$ cat src/rtl/rtc_i2c_pkg.sv
package rtc_i2c_pkg;

   localparam logic [2:0] CMD_STAT1 = 3'd0;
   localparam logic [2:0] CMD_STAT2 = 3'd1;
   localparam logic [2:0] CMD_TIME  = 3'd2;

   localparam int IDX_WEEKDAY = 3;
   localparam int IDX_HOUR    = 4;

   typedef enum logic [2:0] {
      LK_IDLE, LK_ADDR, LK_AACK, LK_WR, LK_WACK, LK_RD, LK_RACK
   } link_state_e;

   // number of bytes behind a command
   function automatic int reg_len(input logic [2:0] cmd, input int tbytes);
      case (cmd)
         CMD_STAT1, CMD_STAT2: reg_len = 1;
         CMD_TIME:             reg_len = tbytes;
         default:              reg_len = 0;
      endcase
   endfunction

   // bits kept per time byte
   function automatic logic [7:0] time_mask(input int idx);
      if (idx == IDX_WEEKDAY)   time_mask = 8'h07;
      else if (idx == IDX_HOUR) time_mask = 8'h3F;
      else                      time_mask = 8'hFF;
   endfunction

endpackage

$ cat src/rtl/rtc_i2c_sync.sv
module rtc_i2c_sync #(
   parameter int STAGES = 2,
   parameter int WIDTH  = 2
) (
   input  logic             clk,
   input  logic             rst_n,
   input  logic [WIDTH-1:0] d,
   output logic [WIDTH-1:0] q
);
   for (genvar g = 0; g < WIDTH; g++) begin : g_bit
      logic [STAGES-1:0] pipe;
      always_ff @(posedge clk or negedge rst_n) begin
         if (!rst_n) pipe <= '1;
         else        pipe <= {pipe[STAGES-2:0], d[g]};
      end
      assign q[g] = pipe[STAGES-1];
   end
endmodule

$ cat src/rtl/rtc_i2c_link.sv
module rtc_i2c_link
   import rtc_i2c_pkg::*;
#(
   parameter logic [3:0] DEV_CODE   = 4'b0110,
   parameter int         TIME_BYTES = 7,
   localparam int        IDX_W      = $clog2(TIME_BYTES + 1)
) (
   input  logic             clk,
   input  logic             rst_n,
   input  logic             scl,
   input  logic             sda,
   input  logic [7:0]       rd_data,
   output logic             sda_oe,
   output logic             wr_en,
   output logic [7:0]       wr_data,
   output logic [2:0]       acc_cmd,
   output logic [IDX_W-1:0] acc_idx,
   output logic             start_det,
   output logic             stop_det
);
   link_state_e      st;
   logic             scl_q, sda_q, rw, nack;
   logic [3:0]       cnt;
   logic [7:0]       sh, tx;
   logic             rise, fall, in_range;

   assign rise      = scl & ~scl_q;
   assign fall      = ~scl & scl_q;
   assign start_det = scl & scl_q & sda_q & ~sda;
   assign stop_det  = scl & scl_q & ~sda_q & sda;
   assign in_range  = int'(acc_idx) < reg_len(acc_cmd, TIME_BYTES);
   assign wr_en     = (st == LK_WR) && fall && (cnt == 4'd8) && in_range
                      && !start_det && !stop_det;
   assign wr_data   = sh;

   always_ff @(posedge clk or negedge rst_n) begin
      if (!rst_n) begin
         scl_q <= 1'b1;
         sda_q <= 1'b1;
      end else begin
         scl_q <= scl;
         sda_q <= sda;
      end
   end

   always_ff @(posedge clk or negedge rst_n) begin
      if (!rst_n) begin
         st      <= LK_IDLE;
         sda_oe  <= 1'b0;
         cnt     <= '0;
         sh      <= '0;
         tx      <= '1;
         rw      <= 1'b0;
         nack    <= 1'b0;
         acc_cmd <= '0;
         acc_idx <= '0;
      end else if (start_det) begin
         st      <= LK_ADDR;
         sda_oe  <= 1'b0;
         cnt     <= '0;
         acc_idx <= '0;
      end else if (stop_det) begin
         st     <= LK_IDLE;
         sda_oe <= 1'b0;
      end else begin
         case (st)
            LK_ADDR: begin
               if (rise) begin
                  sh  <= {sh[6:0], sda};
                  cnt <= cnt + 4'd1;
               end else if (fall && cnt == 4'd8) begin
                  cnt <= '0;
                  if (sh[7:4] == DEV_CODE) begin
                     sda_oe  <= 1'b1;
                     acc_cmd <= sh[3:1];
                     rw      <= sh[0];
                     st      <= LK_AACK;
                  end else begin
                     st <= LK_IDLE;
                  end
               end
            end
            LK_AACK: if (fall) begin
               cnt <= '0;
               if (rw) begin
                  tx     <= rd_data;
                  sda_oe <= ~rd_data[0];
                  st     <= LK_RD;
               end else begin
                  sda_oe <= 1'b0;
                  st     <= LK_WR;
               end
            end
            LK_WR: begin
               if (rise) begin
                  sh  <= {sda, sh[7:1]};
                  cnt <= cnt + 4'd1;
               end else if (fall && cnt == 4'd8) begin
                  cnt <= '0;
                  st  <= LK_WACK;
                  if (in_range) begin
                     sda_oe  <= 1'b1;
                     acc_idx <= (acc_idx == '1) ? acc_idx : acc_idx + 1'b1;
                  end
               end
            end
            LK_WACK: if (fall) begin
               sda_oe <= 1'b0;
               st     <= LK_WR;
            end
            LK_RD: if (fall) begin
               if (cnt == 4'd7) begin
                  sda_oe <= 1'b0;
                  cnt    <= '0;
                  st     <= LK_RACK;
               end else begin
                  tx     <= {1'b1, tx[7:1]};
                  sda_oe <= ~tx[1];
                  cnt    <= cnt + 4'd1;
               end
            end
            LK_RACK: begin
               if (rise) begin
                  nack    <= sda;
                  acc_idx <= (acc_idx == '1) ? acc_idx : acc_idx + 1'b1;
               end else if (fall) begin
                  if (nack) begin
                     st <= LK_IDLE;
                  end else begin
                     tx     <= rd_data;
                     sda_oe <= ~rd_data[0];
                     st     <= LK_RD;
                  end
               end
            end
            default: ;
         endcase
      end
   end
endmodule

$ cat src/rtl/rtc_i2c_regs.sv
module rtc_i2c_regs
   import rtc_i2c_pkg::*;
#(
   parameter int  TIME_BYTES = 7,
   localparam int IDX_W      = $clog2(TIME_BYTES + 1)
) (
   input  logic                    clk,
   input  logic                    rst_n,
   input  logic                    batt_low_i,
   input  logic                    wr_en,
   input  logic [2:0]              cmd,
   input  logic [IDX_W-1:0]        idx,
   input  logic [7:0]              wr_data,
   output logic [7:0]              rd_data,
   output logic [8*TIME_BYTES-1:0] time_o,
   output logic                    poc,
   output logic                    hour24_o,
   output logic                    test_mode_o
);
   logic [7:0] tb [TIME_BYTES];
   logic       bld;
   logic       clr;

   assign clr = wr_en && (cmd == CMD_STAT1) && wr_data[0];

   always_ff @(posedge clk or negedge rst_n) begin
      if (!rst_n) begin
         poc         <= 1'b1;
         bld         <= 1'b0;
         hour24_o    <= 1'b0;
         test_mode_o <= 1'b0;
         for (int i = 0; i < TIME_BYTES; i++) tb[i] <= '0;
      end else begin
         if (clr)             bld <= 1'b0;
         else if (batt_low_i) bld <= 1'b1;
         if (clr) begin
            poc <= 1'b0;
            for (int i = 0; i < TIME_BYTES; i++) tb[i] <= '0;
         end
         if (wr_en) begin
            case (cmd)
               CMD_STAT1: hour24_o    <= wr_data[1];
               CMD_STAT2: test_mode_o <= wr_data[7];
               CMD_TIME:  tb[idx]     <= wr_data & time_mask(int'(idx));
               default: ;
            endcase
         end
      end
   end

   always_comb begin
      rd_data = 8'hFF;
      if (int'(idx) < reg_len(cmd, TIME_BYTES)) begin
         case (cmd)
            CMD_STAT1: rd_data = {poc, bld, 4'b0000, hour24_o, 1'b0};
            CMD_STAT2: rd_data = {test_mode_o, 7'b0};
            CMD_TIME:  rd_data = tb[idx];
            default:   rd_data = 8'hFF;
         endcase
      end
   end

   for (genvar k = 0; k < TIME_BYTES; k++) begin : g_pack
      assign time_o[8*k +: 8] = tb[k];
   end
endmodule

$ cat src/rtl/rtc_i2c_target.sv
module rtc_i2c_target #(
   parameter logic [3:0] DEV_CODE    = 4'b0110,
   parameter int         TIME_BYTES  = 7,
   parameter int         SYNC_STAGES = 2,
   localparam int        IDX_W       = $clog2(TIME_BYTES + 1)
) (
   input  logic                    clk,
   input  logic                    rst_n,
   input  logic                    scl_i,
   input  logic                    sda_i,
   output logic                    sda_o,
   output logic                    sda_oe,
   input  logic                    batt_low_i,
   output logic [8*TIME_BYTES-1:0] time_o,
   output logic                    hour24_o,
   output logic                    test_mode_o
);
   if (SYNC_STAGES < 2) begin : g_bad_sync
      $error("SYNC_STAGES must be at least 2");
   end
   if (TIME_BYTES < 5 || TIME_BYTES > 8) begin : g_bad_tb
      $error("TIME_BYTES must be within 5..8");
   end

   logic             scl_s, sda_s;
   logic [7:0]       rd_data, wr_data;
   logic             wr_en, start_det, stop_det, poc;
   logic [2:0]       acc_cmd;
   logic [IDX_W-1:0] acc_idx;

   assign sda_o = 1'b0;

   rtc_i2c_sync #(.STAGES(SYNC_STAGES), .WIDTH(2)) u_sync (
      .clk(clk), .rst_n(rst_n), .d({scl_i, sda_i}), .q({scl_s, sda_s})
   );

   rtc_i2c_link #(.DEV_CODE(DEV_CODE), .TIME_BYTES(TIME_BYTES)) u_link (
      .clk(clk), .rst_n(rst_n), .scl(scl_s), .sda(sda_s),
      .rd_data(rd_data), .sda_oe(sda_oe), .wr_en(wr_en), .wr_data(wr_data),
      .acc_cmd(acc_cmd), .acc_idx(acc_idx),
      .start_det(start_det), .stop_det(stop_det)
   );

   rtc_i2c_regs #(.TIME_BYTES(TIME_BYTES)) u_regs (
      .clk(clk), .rst_n(rst_n), .batt_low_i(batt_low_i),
      .wr_en(wr_en), .cmd(acc_cmd), .idx(acc_idx), .wr_data(wr_data),
      .rd_data(rd_data), .time_o(time_o), .poc(poc),
      .hour24_o(hour24_o), .test_mode_o(test_mode_o)
   );
endmodule

$ cat config.mk
export PLATFORM = sky130hd
export DESIGN_NAME = rtc_i2c_target
export DESIGN_NICKNAME = d
export VERILOG_FILES = /design/src/rtl/rtc_i2c_pkg.sv /design/src/rtl/rtc_i2c_sync.sv /design/src/rtl/rtc_i2c_link.sv /design/src/rtl/rtc_i2c_regs.sv /design/src/rtl/rtc_i2c_target.sv
export SDC_FILE = /design/constraint.sdc
export NUM_CORES = 1
export LEC_CHECK = 0
export BUFFER_PORTS_ARGS = -buffer_cell sky130_fd_sc_hd__buf_4
export CAP_MARGIN = 10
export CORE_MARGIN = 2
export CORE_UTILIZATION = 40
export DETAILED_ROUTE_END_ITERATION = 10
export GPL_TIMING_DRIVEN = 1
export HOLD_SLACK_MARGIN = 0.12
export SLEW_MARGIN = 0
export SYNTH_ARGS = -nofsm -noshare
export SYNTH_HDL_FRONTEND = slang
export SYNTH_HIERARCHICAL = 1
export SYNTH_SLANG_ARGS = --single-unit
$ cat constraint.sdc
create_clock -name clk -period 5.33 [get_ports clk]
set_clock_uncertainty 0.1 [all_clocks]
set_input_delay 0.7995 -clock clk [delete_from_list [all_inputs] [get_ports clk]]
set_output_delay 0.7995 -clock clk [all_outputs]
set_load 0.02 [all_outputs]
Word level (Yosys, flattened, before mapping) --
Cells that the tools add are included.
Operators by class: divide/modulo/power cells 0, mux-type cells 78, add/sub/neg operators 2, reduce and logical (&&, ||, !) cells 30, bitwise gates (word level) 18, shifts and indexed selects 0, $mul 0, $lt $le $gt $ge 3, equal/unequal tests 44
Operators with widths (number):
- 56-bit two-way mux | 3
- 8-bit two-way mux | 17
- 3-bit two-way mux | 21
- 56-bit bitwise mux | 1
- 8-bit case mux with 3 select lines | 2
- 4-bit by 1-bit inequality test with 1-bit output (second input constant) | 9
- 4-bit two-way mux | 7
- 8-bit binary-select mux with 3-bit select | 1
- 8-bit demux with 3-bit select | 1
- 4-bit by 2-bit inequality test with 1-bit output (second input constant) | 5
- 3-bit == test (second input constant) | 6
- 1-bit two-way mux | 18
- 3-bit case mux with 6 select lines | 1
- 8-bit case mux with 2 select lines | 1
- 2-bit by 1-bit inequality test with 1-bit output (second input constant) | 7
- 13-bit AND reduction | 1
- 3-bit by 1-bit inequality test with 1-bit output (second input constant) | 4
- 3-bit case mux with 2 select lines | 2
- 4-bit case mux with 3 select lines | 1
- 6-bit AND reduction | 2
- 11-bit AND reduction | 1
- 10-bit AND reduction | 1
- 5-bit AND reduction | 2
- 3-bit by 2-bit == test with 1-bit output (second input constant) | 3
- 26 further kinds | 58
Word-level totals: memory bits (writable) 0, memories 0, memory bits (read-only) 0, register bits 98, latch bits 0, output and inout bits 60

Logic depth before layout (Yosys ltp) --
Gate-level depths: netlist of run 1.
depth in word-level cells 13, gate-level depth with buffers 13

Cells and area by module --
Netlist of run 1, hierarchy kept.
By module, submodules not included:
- rtc_i2c_regs | area each 3059.2 um^2, cells an instance 292, seq. area each 1502.7 um^2, instances 1
- rtc_i2c_link | area each 1950.6 um^2, cells an instance 200, seq. area each 837.1 um^2, instances 1
- rtc_i2c_sync | area each 120.1 um^2, cells an instance 6, seq. area each 105.1 um^2, instances 1
- rtc_i2c_target | area each 11.3 um^2, cells an instance 2, seq. area each 0.0 um^2, instances 1

Worst setup path after synthesis of run 1 --
Ideal clock, no wire load.
path type register to register, start point register u_link.acc_cmd[0], end point register u_regs.tb, in the netlist u_regs/time_o[6], slack 2876 ps, stages on the path, launching flop included 12, data arrival time 2219 ps, data required time 5094 ps, period minus slack after synthesis 2454 ps, cell sequence dfrtp_1 > nor2_1 > nand2_1 > ha_1 > a21oi_1 > nand3_1 > nor2_1 > and4bb_4 > nand3_1 > buf_2 > nand3_1 > o21ai_0
Between the ends: word-level cells in the longest chain between the ends 13
Ends and longest elaborated chain:
- from (decl) | RTL line rtc_i2c_link.sv:16 | output logic [2:0] acc_cmd,
- from (signal assigned) | RTL line rtc_i2c_link.sv:75 | acc_cmd <= sh[3:1];
- 3-bit by 1-bit == test with 1-bit output / 3-bit zero test (equally long branches) | RTL line rtc_i2c_pkg.sv:16 | case (cmd)
- 2-bit OR reduction | RTL line rtc_i2c_pkg.sv:16
- 3-bit case mux with 2 select lines * | RTL line rtc_i2c_pkg.sv:16
- 3-bit < comparator * | RTL line rtc_i2c_link.sv:31 | assign in_range = int'(acc_idx) < reg_len(acc_cmd, TIME_BYTES);
- 1-bit logical AND * | RTL line rtc_i2c_link.sv:32 | assign wr_en = (st == LK_WR) && fall && (cnt == 4'd8) && in_range
- 1-bit logical AND * (2 in series) | RTL line rtc_i2c_link.sv:33 | && !start_det && !stop_det;
- via wr_en | RTL line rtc_i2c_target.sv:27 | logic wr_en, start_det, stop_det, poc;
- 1-bit logical AND (2 in series) | RTL line rtc_i2c_regs.sv:24 | assign clr = wr_en && (cmd == CMD_STAT1) && wr_data[0];
- 56-bit two-way mux | RTL line rtc_i2c_regs.sv:36 | if (clr) begin
- 56-bit bitwise mux | RTL line rtc_i2c_regs.sv:44 | CMD_TIME: tb[idx] <= wr_data & time_mask(int'(idx));
- 56-bit two-way mux | RTL line rtc_i2c_regs.sv:41 | case (cmd)
- 56-bit two-way mux * | RTL line rtc_i2c_regs.sv:40 | if (wr_en) begin
- to (signal, indexed assignment) | RTL line rtc_i2c_regs.sv:44
- to (decl) | RTL line rtc_i2c_regs.sv:20 | logic [7:0] tb [TIME_BYTES];
Mark *: on every way through the listed nets, which the timed path passes. The rest lies on a longest branch. A chain may end at the register's enable or synchronous reset.

Worst setup path after layout of run 1 --
start point register u_link.acc_cmd[2], end point register u_regs.tb, in the netlist u_regs/time_o[14]
The elaborated chain is that of the path after synthesis.

==> results.md, run 1 <==
- Critical Path, Cell by Cell: nor2_1 > nand2_1 > ha_1 > a21oi_1 > nand3_1 > nor2_1 > nor4b_4 > nand2_2 > nand3_1 > o21ai_0
- Antenna-violating nets left: 0
- Critical path's slowest cell: nand2_2
- Final setup margin: 1.96 ns
- Delay-heaviest family, CP: simple AND/OR/NAND/NOR gates
- Routed wl met2: 6.14 mm
- CTS tree: yes
- Worst path buffer plus inverter count: 0
- Static leakage: 0.00261 uW
- Worst Hold Depth: 0
- Area growth syn-to-layout: 14.8%
- Initial Util: 0.409
- Pwr dens: 275 nW/um^2
- Synth Area per Inst: 10.3 sq um
- Die Ht: 117 microns
- Design area: 5900 sq um
- Initial antenna violation count: 0
- Max Slew Vio Count: 0
- Share of layout cells above drive strength 1: 0.243
- Yosys warnings: 6
- Final Setup Violations: 0
- Worst vdd ir: 0.000162 V
- Unrepaired setup endpoints after global routing: false
- DRC: 0
- Sw Ratio: 0.273
- Routed wl met3: 505 microns
- CP startpoint kind: register
- Std cell rows: 41
- Drt first pass iters: 5
- Root Buffer: clkbuf_16
- Nets: 556
- Clock network fraction of design power: 0.395
- Dpl cell area: 5610 sq um
- Worst Hold Class: reg2reg
- H-tree depth: 3
- Via/cell ratio: 5.50
- IO buf count: 63
- Minimum clock period: 3.37 ns
- Final wirelength: 12.8 mm
- Post-CTS sizing: 0
- Max stage delay on crit path: 0.64 ns
- Seq pwr share: 0.516
- WHS: 0.256 ns
- DRT met1 WL: 6.07 mm
- Pint: 1180 uW
- Crit path depth: 10
- Cells on worst reg2reg path: 10
- Maximum number of pins on one net before global-route repair: 57
- Top sig layer: met4
- IO Pins: 65
- Worst-path clk slew: 0.07 ns
- Combinational Power Share: 0.089
- Hold Buf Count CTS: 0
- Die extent in x: 117 microns
- Worst-skew pair later-pin latency: 0.34 ns
- Critical path class: reg2reg
- WL per Instance: 17.9 microns
- Mapped Area: 5140 sq um
- GR Overflow Total: 0
- DPL Wire Length: 8.88 mm
- Setup repair bufs after CTS: 0
- CP Capture Type: register
- First-pass GRT wire length: 20.8 mm
- Pre-CTS WS: 2.01 ns
- Vias in the first global route: 3752
- Clk buf depth: 2
- Setup TNS: 0 ns
- Worst-margin pin slew: 0.996 ns
- Core outline area: 12600 sq um
- Post-route clock period utilization: 0.631
- GP Congestion: 0.881
- DRT iter0 DRCs: 284
- Cells after synthesis: 499
- Clock sink count: 97
- Via count: 3955
- Normalized max-slew margin: 0.333
- P_sw: 443 uW
- Total die area: 13800 sq um
- Crit path max fanout: 50
- Worst EP required: 5.43 ns
- Fmax achieved: 0.297 GHz
- TritonCTS Buffers: 9
- Critical path data arrival time: 3.46 ns
- Max-Cap Viols: 0
- Status: finished, final reports clean
- Endpoints failing hold: 0
- Gr usage total: 0.190
- Ant diodes: 0
- Synthesized Nets: 512
[metrics by stage]
step                utilization  instances  power, uW
floorplan                     -        499        919
global placement          0.446        704        991
detailed placement        0.446        704        995
CTS                       0.469        719       1640
global route              0.469        719       1700
finish                    0.469        719       1620
[worst paths after layout]
kind                                              startpoint                                 to  slack [ns]
setup / recovery               u_link/acc_cmd[2]$_DFFE_PN0P_        u_regs/time_o[14]$_DFF_PN0_        1.96
hold / removal             u_sync/g_bit[0].pipe[0]$_DFF_PN1_  u_sync/g_bit[0].pipe[1]$_DFF_PN1_        0.26
setup reg to reg               u_link/acc_cmd[2]$_DFFE_PN0P_        u_regs/time_o[14]$_DFF_PN0_        1.96
hold reg to reg            u_sync/g_bit[0].pipe[0]$_DFF_PN1_  u_sync/g_bit[0].pipe[1]$_DFF_PN1_        0.26
max in group asynchronous                              rst_n      u_link/acc_idx[2]$_DFFE_PN0P_        3.66
min in group asynchronous                              rst_n           u_link/st[2]$_DFFE_PN0P_        0.35
[per-layer routing]
| metal | vias to the layer above | global-route usage |
|---|---|---|
| met2 | 94 | 0.293 |
| met3 | 9 | 0.0394 |
| met1 | 1960 | 0.270 |
| met5 | - | 0 |
| li1 | 1892 | - |
| met4 | 0 | 0.0595 |
[flip-flops by register name (all words and copies together), names as in the netlist, 3 cells and up]
| register | flops |
|---|---|
| u_link/acc_idx | 3 |
| u_link/st | 3 |
| u_link/acc_cmd | 3 |
| u_link/wr_data | 8 |
| u_regs/time_o | 56 |
| u_link/tx | 7 |
| u_sync/g_bit.pipe | 4 |
| u_link/cnt | 4 |
[cell usage in the layout (no fill, tap or decap), drive strengths merged, types with 2 or more instances in the layout]
cell type	n
nand3b	8
a221oi	3
mux2i	27
nor3	4
o21ba	2
nand3	49
or3	2
clkinvlp	2
nor2b	8
o211ai	3
and4bb	2
nor4	2
o21ai	63
dfstp	14
a311oi	2
buf	67
a22o	4
a21boi	2
ha	8
o311ai	3
nand2b	9
o22ai	4
a21oi	30
clkbuf	11
mux2	13
o21a	2
and3	3
nor2	29
inv	11
mux4	4
or2	3
a211oi	6
dfrtp	83
and2b	3
and2	7
nor4b	2
nand2	34
[power groups by stage]
stage / sequential [uW] / combinational [uW] / clock [uW]
2_1_floorplan: 819 / 99.9 / 0
3_3_place_gp: 850 / 142 / 0
3_5_place_dp: 851 / 144 / 0
4_1_cts: 837 / 145 / 657
5_1_grt: 842 / 163 / 697
6_report: 838 / 145 / 641
[worst reg2reg max path, cell delays in order, from the launching register on]
cell     delay [ns]
dfrtp_1        0.51
nor2_1         0.15
nand2_1        0.09
ha_1           0.32
a21oi_1        0.27
nand3_1        0.12
nor2_1         0.18
nor4b_4        0.38
nand2_2        0.64
nand3_1        0.34
o21ai_0        0.12
[cell type report]
type / instances / area (sq um)
clock buffer: 11 / 233
clock inverter: 4 / 53.8
fill: 1188 / 6670
inverter: 10 / 37.5
multi-input combinational: 358 / 2410
sequential: 97 / 2440
tap: 172 / 215
timing repair buffer: 67 / 503
Power figures use the tool's default switching activity.
==> run 2, diff against run 1 <==
==> constraint.sdc (replaced) <==
create_clock -name clk -period 2.9 [get_ports clk]
set_clock_uncertainty 0.1 [all_clocks]
set_input_delay 0.435 -clock clk [delete_from_list [all_inputs] [get_ports clk]]
set_output_delay 0.435 -clock clk [all_outputs]
set_load 0.02 [all_outputs]
==> results.md, run 2 (synthesis gave the netlist of run 1 again) <==
- Design area: 6090 sq um
- Share of layout cells above drive strength 1: 0.269
- Critical path data arrival time: 2.86 ns
- IO buf count: 63
- WHS: 0.203 ns
- Initial Util: 0.409
- Worst-skew pair later-pin latency: 0.35 ns
- Worst-margin pin slew: 0.638 ns
- Vias in the first global route: 3889
- Nets: 574
- CP startpoint kind: register
- Gr usage total: 0.197
- Std cell rows: 41
- FF-to-FF Start: u_link/acc_cmd[0]$_DFFE_PN0P_
- Via/cell ratio: 5.58
- Worst EP required: 3.09 ns
- Crit path from: u_link/acc_cmd[0]$_DFFE_PN0P_
- Worst vdd ir: 0.000252 V
- Final Setup Violations: 0
- Post-route clock period utilization: 0.921
- CTS tree: yes
- GP Congestion: 0.842
- Max Slew Vio Count: 0
- DRT iter0 DRCs: 278
- Fin cells: 737
- Worst Hold Class: in2reg
- Final wirelength: 13.4 mm
- Die extent in x: 117 microns
- Maximum number of pins on one net before global-route repair: 51
- Root Buffer: clkbuf_16
- Clk buf depth: 2
- Endpoints failing hold: 0
- Static leakage: 0.00270 uW
- Status: finished, final reports clean
- Fmax achieved: 0.374 GHz
- Total die area: 13800 sq um
- TritonCTS Buffers: 9
- Pre-CTS WS: 0.134 ns
- Final total power: 3070 uW
- Critical path class: reg2reg
- Clock sink count: 97
- Via count: 4116
- Pwr dens: 504 nW/um^2
- Area growth syn-to-layout: 18.6%
- Core outline area: 12600 sq um
- Dpl cell area: 5730 sq um
- WL per Instance: 18.2 microns
- Normalized max-slew margin: 0.574
- Initial antenna violation count: 0
- Drt first pass iters: 4
- H-tree depth: 3
- Minimum clock period: 2.67 ns
- Max-Cap Viols: 0
- Worst-path clk slew: 0.06 ns
- Final setup margin: 0.229 ns
- Hold_sp: batt_low_i
- Most frequent cells in the layout: dfrtp_1, buf_4, o21ai_0
- Max FFs per register: 56
- GR Overflow Total: 0
- Crit path max fanout: 10
- First-pass GRT wire length: 21.5 mm
- IO Pins: 65
- Commonest non-fill, non-tap cell in the layout: dfrtp_1
- Ant diodes: 0
- CP Capture Type: register
- Placed Cells: 718
- Die Ht: 117 microns
- Antenna-violating nets left: 0
- DPL Wire Length: 9.41 mm
- DRC: 0
==> run 2: final timing paths <==
kind / endpoint / slack [ns] / depth (start not counted)
hold reg to reg: u_sync/g_bit[0].pipe[1]$_DFF_PN1_ / 0.26 / 0
hold / removal: u_regs/bld$_DFFE_PN0P_ / 0.20 / 2
min in group asynchronous: u_link/wr_data[4]$_DFFE_PN0P_ / 0.55 / 2
max in group asynchronous: u_regs/time_o[7]$_DFF_PN0_ / 1.44 / 3
setup reg to reg: u_link/sda_oe$_DFFE_PN0P_ / 0.23 / 11
setup / recovery: u_link/sda_oe$_DFFE_PN0P_ / 0.23 / 11
==> run 2: through the flow <==
stage / util / setup TNS, ns
after floorplan: - / 0
after global placement: 0.456 / 0
after detailed placement: 0.456 / 0
after CTS: 0.483 / 0
after global routing: 0.485 / -0.0220
final: 0.485 / 0
==> run 2: area by class of cell <==
class                   instances  area, sq um
repair buffers                 85          662
multi-input cells             358         2420
clock inverters                 6         83.8
fillers                      1175         6480
well taps                     172          215
inverters                      10         37.5
flip-flops and latches         97         2440
clock buffers                   9          225
==> run 2: repair_timing <==
action	in CTS	in global routing
endpoints found under the hold margin	35	0
buffers inserted	0	1
gates resized for setup	0	4
hold buffers	3	0
endpoints found under the setup margin	0	56
==> run 2: critical path, stage by stage (launching register included) <==
cell,delay [ns]
dfrtp_1,0.43
buf_4,0.19
nor2_1,0.13
nand2_1,0.21
ha_1,0.33
a21oi_1,0.15
nor2b_1,0.09
a2111oi_4,0.30
o21ai_0,0.18
o21a_1,0.22
o22ai_1,0.12
mux2_2,0.16
==> run 2: metal layers <==
metal  routed length, microns  track usage
met4                      179       0.0602
met2                     6530        0.326
met5                        0            0
met1                     5970        0.267
met3                      727       0.0316
==> run 2: where the power goes <==
part | internal, uW | leakage [uW] | switching [uW] | total (uW)
combinational | 91.3 | 0.00128 | 187 | 279
sequential | 1420 | 0.00127 | 124 | 1540
clock | 747 | 0.000155 | 502 | 1250
total | 2250 | 0.00270 | 814 | 3070
